[src/rtl/bclk_pkg.sv]
package bclk_pkg;
  localparam int unsigned NSTG = 2;

  typedef struct packed {
    logic            off;
    logic [NSTG-1:0] half;
  } bclk_cfg_t;

  localparam bclk_cfg_t CFG_RST = '{off: 1'b0, half: {NSTG{1'b1}}};
endpackage

[src/rtl/bclk_div_stage.sv]
module bclk_div_stage (
  input  logic clk_i,
  input  logic rst_ni,
  input  logic en_i,
  input  logic half_i,
  output logic tick_o,
  output logic at_first_o
);
  logic ph_q;

  assign tick_o     = en_i & (~half_i | ph_q);
  assign at_first_o = ~ph_q;

  always_ff @(posedge clk_i or negedge rst_ni) begin
    if (!rst_ni)   ph_q <= 1'b0;
    else if (en_i) ph_q <= half_i & ~ph_q;
  end

  a_r3_no_back_to_back: assert property (@(posedge clk_i) disable iff (!rst_ni)
    (tick_o && half_i) |=> !(tick_o && half_i));
endmodule

[src/rtl/bclk_cfg_hold.sv]
module bclk_cfg_hold
  import bclk_pkg::*;
(
  input  logic      clk_i,
  input  logic      rst_ni,
  input  logic      load_i,
  input  bclk_cfg_t cfg_i,
  output bclk_cfg_t cfg_o
);
  always_ff @(posedge clk_i or negedge rst_ni) begin
    if (!rst_ni)     cfg_o <= CFG_RST;
    else if (load_i) cfg_o <= cfg_i;
  end
endmodule

[src/rtl/bclk_out_shaper.sv]
module bclk_out_shaper
  import bclk_pkg::*;
(
  input  logic            clk_i,
  input  logic            rst_ni,
  input  logic            tick0_i,
  input  logic [NSTG-1:0] at_first_i,
  input  logic [NSTG-1:0] half_i,
  input  logic            off_i,
  output logic            tim_tick_o,
  output logic            xclk_o,
  output logic            start_o
);
  logic lvl;
  logic start;

  // highest halved stage decides the high half of the period
  always_comb begin
    lvl = 1'b1;
    for (int i = 0; i < NSTG; i++) begin
      if (half_i[i]) lvl = at_first_i[i];
    end
  end

  assign start = &at_first_i;

  always_ff @(posedge clk_i or negedge rst_ni) begin
    if (!rst_ni) begin
      tim_tick_o <= 1'b0;
      xclk_o     <= 1'b0;
      start_o    <= 1'b0;
    end else begin
      tim_tick_o <= tick0_i;
      xclk_o     <= lvl & ~off_i;
      start_o    <= start;
    end
  end
endmodule

[src/rtl/bclk_gen.sv]
module bclk_gen
  import bclk_pkg::*;
(
  input  logic clk_i,
  input  logic rst_ni,
  input  logic tim_div2_i,
  input  logic ext_div2_i,
  input  logic ext_off_i,
  output logic tim_tick_o,
  output logic xclk_o,
  output logic acc_start_o
);
  bclk_cfg_t       cfg_d, cfg_q;
  logic [NSTG:0]   en;
  logic [NSTG-1:0] at_first;
  logic            ext_end;

  assign cfg_d.off  = ext_off_i;
  assign cfg_d.half = {ext_div2_i, tim_div2_i};

  assign en[0]   = 1'b1;
  assign ext_end = en[NSTG];

  for (genvar g = 0; g < NSTG; g++) begin : g_stage
    bclk_div_stage u_stage (
      .clk_i      (clk_i),
      .rst_ni     (rst_ni),
      .en_i       (en[g]),
      .half_i     (cfg_q.half[g]),
      .tick_o     (en[g+1]),
      .at_first_o (at_first[g])
    );
  end

  bclk_cfg_hold u_cfg (
    .clk_i  (clk_i),
    .rst_ni (rst_ni),
    .load_i (ext_end),
    .cfg_i  (cfg_d),
    .cfg_o  (cfg_q)
  );

  bclk_out_shaper u_shape (
    .clk_i      (clk_i),
    .rst_ni     (rst_ni),
    .tick0_i    (en[1]),
    .at_first_i (at_first),
    .half_i     (cfg_q.half),
    .off_i      (cfg_q.off),
    .tim_tick_o (tim_tick_o),
    .xclk_o     (xclk_o),
    .start_o    (acc_start_o)
  );

  a_r8_rise_has_start: assert property (@(posedge clk_i) disable iff (!rst_ni)
    (xclk_o && !$past(xclk_o)) |-> acc_start_o);

  a_r6_off_low: assert property (@(posedge clk_i) disable iff (!rst_ni)
    cfg_q.off |=> !xclk_o);

  a_r7_cfg_hold: assert property (@(posedge clk_i) disable iff (!rst_ni)
    !ext_end |=> $stable(cfg_q));

  a_r4_start_gap: assert property (@(posedge clk_i) disable iff (!rst_ni)
    (acc_start_o && $past(|cfg_q.half)) |=> !acc_start_o);
endmodule

[config.mk]
export PLATFORM = sky130hd
export DESIGN_NAME = bclk_gen
export DESIGN_NICKNAME = d
export VERILOG_FILES = /design/src/rtl/bclk_pkg.sv /design/src/rtl/bclk_div_stage.sv /design/src/rtl/bclk_cfg_hold.sv /design/src/rtl/bclk_out_shaper.sv /design/src/rtl/bclk_gen.sv
export SDC_FILE = /design/constraint.sdc
export NUM_CORES = 1
export LEC_CHECK = 0
export BUFFER_PORTS_ARGS = -buffer_cell sky130_fd_sc_hd__buf_2
export CORE_AREA = 2 2 39 41
export DETAILED_ROUTE_END_ITERATION = 8
export DIE_AREA = 0 0 41 43
export SYNTH_ARGS = -nofsm -noshare
export SYNTH_HDL_FRONTEND = slang
export SYNTH_SLANG_ARGS = --single-unit
[constraint.sdc]
create_clock -name clk_i -period 1.24 [get_ports clk_i]
set_input_delay 0.186 -clock clk_i [delete_from_list [all_inputs] [get_ports clk_i]]
set_output_delay 0.186 -clock clk_i [all_outputs]
set_load 0.02 [all_outputs]
==> metrics.txt <==
status finished, violations left; failing checks setup timing; CP Buf/Inv Count 0; top area cells in the synthesized netlist dfrtp_1 (48%), dfstp_2 (17%), mux2_4 (4.8%); Port-buffer cells 7; hold depth 2; sequential power share 0.347; critical path, cell by cell or2b_4 -> nand2_2 -> mux2_4; max cap viols 0; Clk pin slew, worst setup/hold paths ~0.050 ns; synthesis-stage register bit count 8; clock network power share 0.141; Yosys top cell area share 0.4839; critical path peak fanout 2; Setup crit end kind flop; DR vias 225; slowest stage delay, CP 0.52 ns; reg2reg setup slack -0.01 ns; Worst EP required 1.37 ns; Fmax 799.6 MHz; P_leak 0.2371 nW; type of the worst min-delay path in -> reg; antenna cells 0; Vert. Die Dim about 43 um; initial antenna violation count 0; WL/cell 10.36 um; DRT Wirelength 601 um; start point of the worst hold path ext_div2_i; Post-Syn Area 310.3 um2; Int Pwr 0.9346 mW; Worst path slowest cell dfstp_2; share of layout cells above drive strength 1 0.6667; vias per cell between 3 and 4; Net Sw Power approximately 0.45 mW; Clock Sinks 8; crit path DAT about 1.4 ns; r2r startpoint u_cfg.cfg_o[1]; Critical Path Source Type flop; num ports 8; switch share 0.3257; Rows 14; reg2reg end u_cfg.cfg_o[2]; R2R depth 3; gpl congestion 0.6764; hold endpoint u_cfg.cfg_o[1]; Cell Area, Placed 410.4 um2; final worst setup slack -0.01063 ns; Final Net Count 49; delay-heaviest family, CP flip-flops; Worst-Skew Late Latency between 0.2 and 0.3 ns; GRT Residual Overflow 0; vias in the first global route around 230; Mapped Nets 27; antenna-violating nets left 0; critical setup path kind reg -> reg; full die area roughly 1800 um2; Synth area leader dfrtp_1; Bufs on Longest Clock Path 2; TritonCTS clock tree yes; largest net degree at the start of global routing 9; Avg Synthesized Cell Area around 14 um2; power per cell area between 2000 and 3000 nW/um2; Detailed Route Iter0 Violations 7; fin. max-slew vios 0; Initial DRT Pass Iterations 4; Max VDD drop 1.172 mV; RSZ-0062 raised after global routing true; Layout Cells excl Fill 58; number of remaining DRC errors 0; TritonCTS buffer count 3; Synth Instances 22; crit path time final 1.251 ns; final core occ 0.3363; endpoints failing setup 1; Comb pwr share 0.512; post-route cell area 465.4 um2; Yosys warnings 0; Die Wd 41 um; Total GRT Usage 0.08638; fin crit share 1.009; skew final between 0.003 and 0.004 ns; sequential-to-total area share from yosys stat 0.6532; H-tree levels 1; post-DP HPWL ~400 um; Cells after DPL between 50 and 60; Yosys cell types 14; final hold viol count 0; area grow syn2layout 50.00%; Least-Margin Pin Slew 0.1794 ns; relative slew slack 0.8804; initial core utilization 0.2242; Core Area 1384 um2; first-pass GRT wire length 945 um; root buf cell clkbuf_4
## placed cells by master, fill, tap and decap left out
cell type,instances
dfstp_2,2
inv_6,1
nor2b_4,1
o21ai_1,1
mux2_4,1
a22o_1,1
a22o_2,1
or2b_4,1
dfrtp_1,6
nand2_2,1
a21o_2,1
nor2_1,1
a21oi_1,1
clkbuf_4,3
dlygate4sd3_1,1
buf_4,9
nand2_1,3
buf_2,7
## worst max path at each step
| stage | slack [ns] | endpoint | start | cells past startpoint |
|---|---|---|---|---|
| after global placement | 0.009 | u_cfg.cfg_o[2] | u_cfg.cfg_o[0] | 4 |
| after global routing | -0.04 | u_cfg.cfg_o[2] | u_cfg.cfg_o[1] | 3 |
| after floorplan | -0.02 | u_cfg.cfg_o[2] | u_cfg.cfg_o[1] | 3 |
| after detailed placement | 0.002 | u_cfg.cfg_o[2] | u_cfg.cfg_o[1] | 3 |
| final | -0.01 | u_cfg.cfg_o[2] | u_cfg.cfg_o[1] | 3 |
| after CTS | -0.004 | u_cfg.cfg_o[2] | u_cfg.cfg_o[1] | 3 |
## final cells by class
cell class	count	area, um2
fill	147	918.4
sequential	8	202.7
timing repair buffer	17	112.6
multi-input combinational	13	98.84
clock buffer	3	22.52
tap	16	20.02
inverter	1	8.758
## kinds of logic after synthesis
family / share of synthesized area
buffers and inverters: 0.02823
AOI/OAI and AO/OA: 0.1209
muxes: 0.04837
and+or+nand+nor: 0.1492
DFF: 0.6532
## state kept, by name, indices dropped and copies added (netlist names)
name / cells
g_stage.u_stage.ph_q: 2
u_cfg.cfg_o: 3
u_shape.start_o: 1
u_shape.tim_tick_o: 1
u_shape.xclk_o: 1
## worst reg2reg max path, cell delays in order (launching register included)
cell,delay (ns)
dfstp_2,0.52
or2b_4,0.26
nand2_2,0.06
mux2_4,0.29
## per-layer routing
layer  track usage  wire, um
met1        0.1070       296
met4       0.08000         0
met2        0.1094       272
met5             0         0
met3       0.03141        32
## power groups by stage
stage	clock network (mW)	logic [mW]	registers, mW
floorplan	0	0.300	0.544
global placement	0	0.614	0.478
detailed placement	0	0.617	0.483
CTS	0.205	0.677	0.480
global route	0.215	0.758	0.497
finish	0.195	0.709	0.481
## cell usage after synthesis (all sizes together)
cell / n
inv: 1
dfstp: 2
or2b: 1
nand2: 4
dfrtp: 6
a21o: 1
a21oi: 1
nor2b: 1
nor2: 1
a22o: 2
o21ai: 1
mux2: 1
## per-stage QoR
step / power (mW) / hold slack (ns) / setup WS, ns / setup TNS [ns]
after floorplan: 0.8440 / -0.1096 / -0.01567 / -0.01567
after global placement: 1.092 / 0.03690 / 0.008608 / 0
after detailed placement: 1.100 / 0.03563 / 0.001790 / 0
after CTS: 1.361 / 0.1570 / -0.003928 / -0.003928
after global routing: 1.470 / 0.1571 / -0.03951 / -0.05259
final: 1.386 / 0.1652 / -0.01063 / -0.01063
## what timing repair did
item / CTS / global route
hold endpoints to repair: 8 / 0
setup buffers: 2 / 1
resized for setup: 0 / 1
cloned: 0 / 0
pin swaps: 0 / 0
hold buffers: 1 / 0
setup endpoints to repair: 1 / 4
Note: power is estimated with default switching activity, not from simulation.
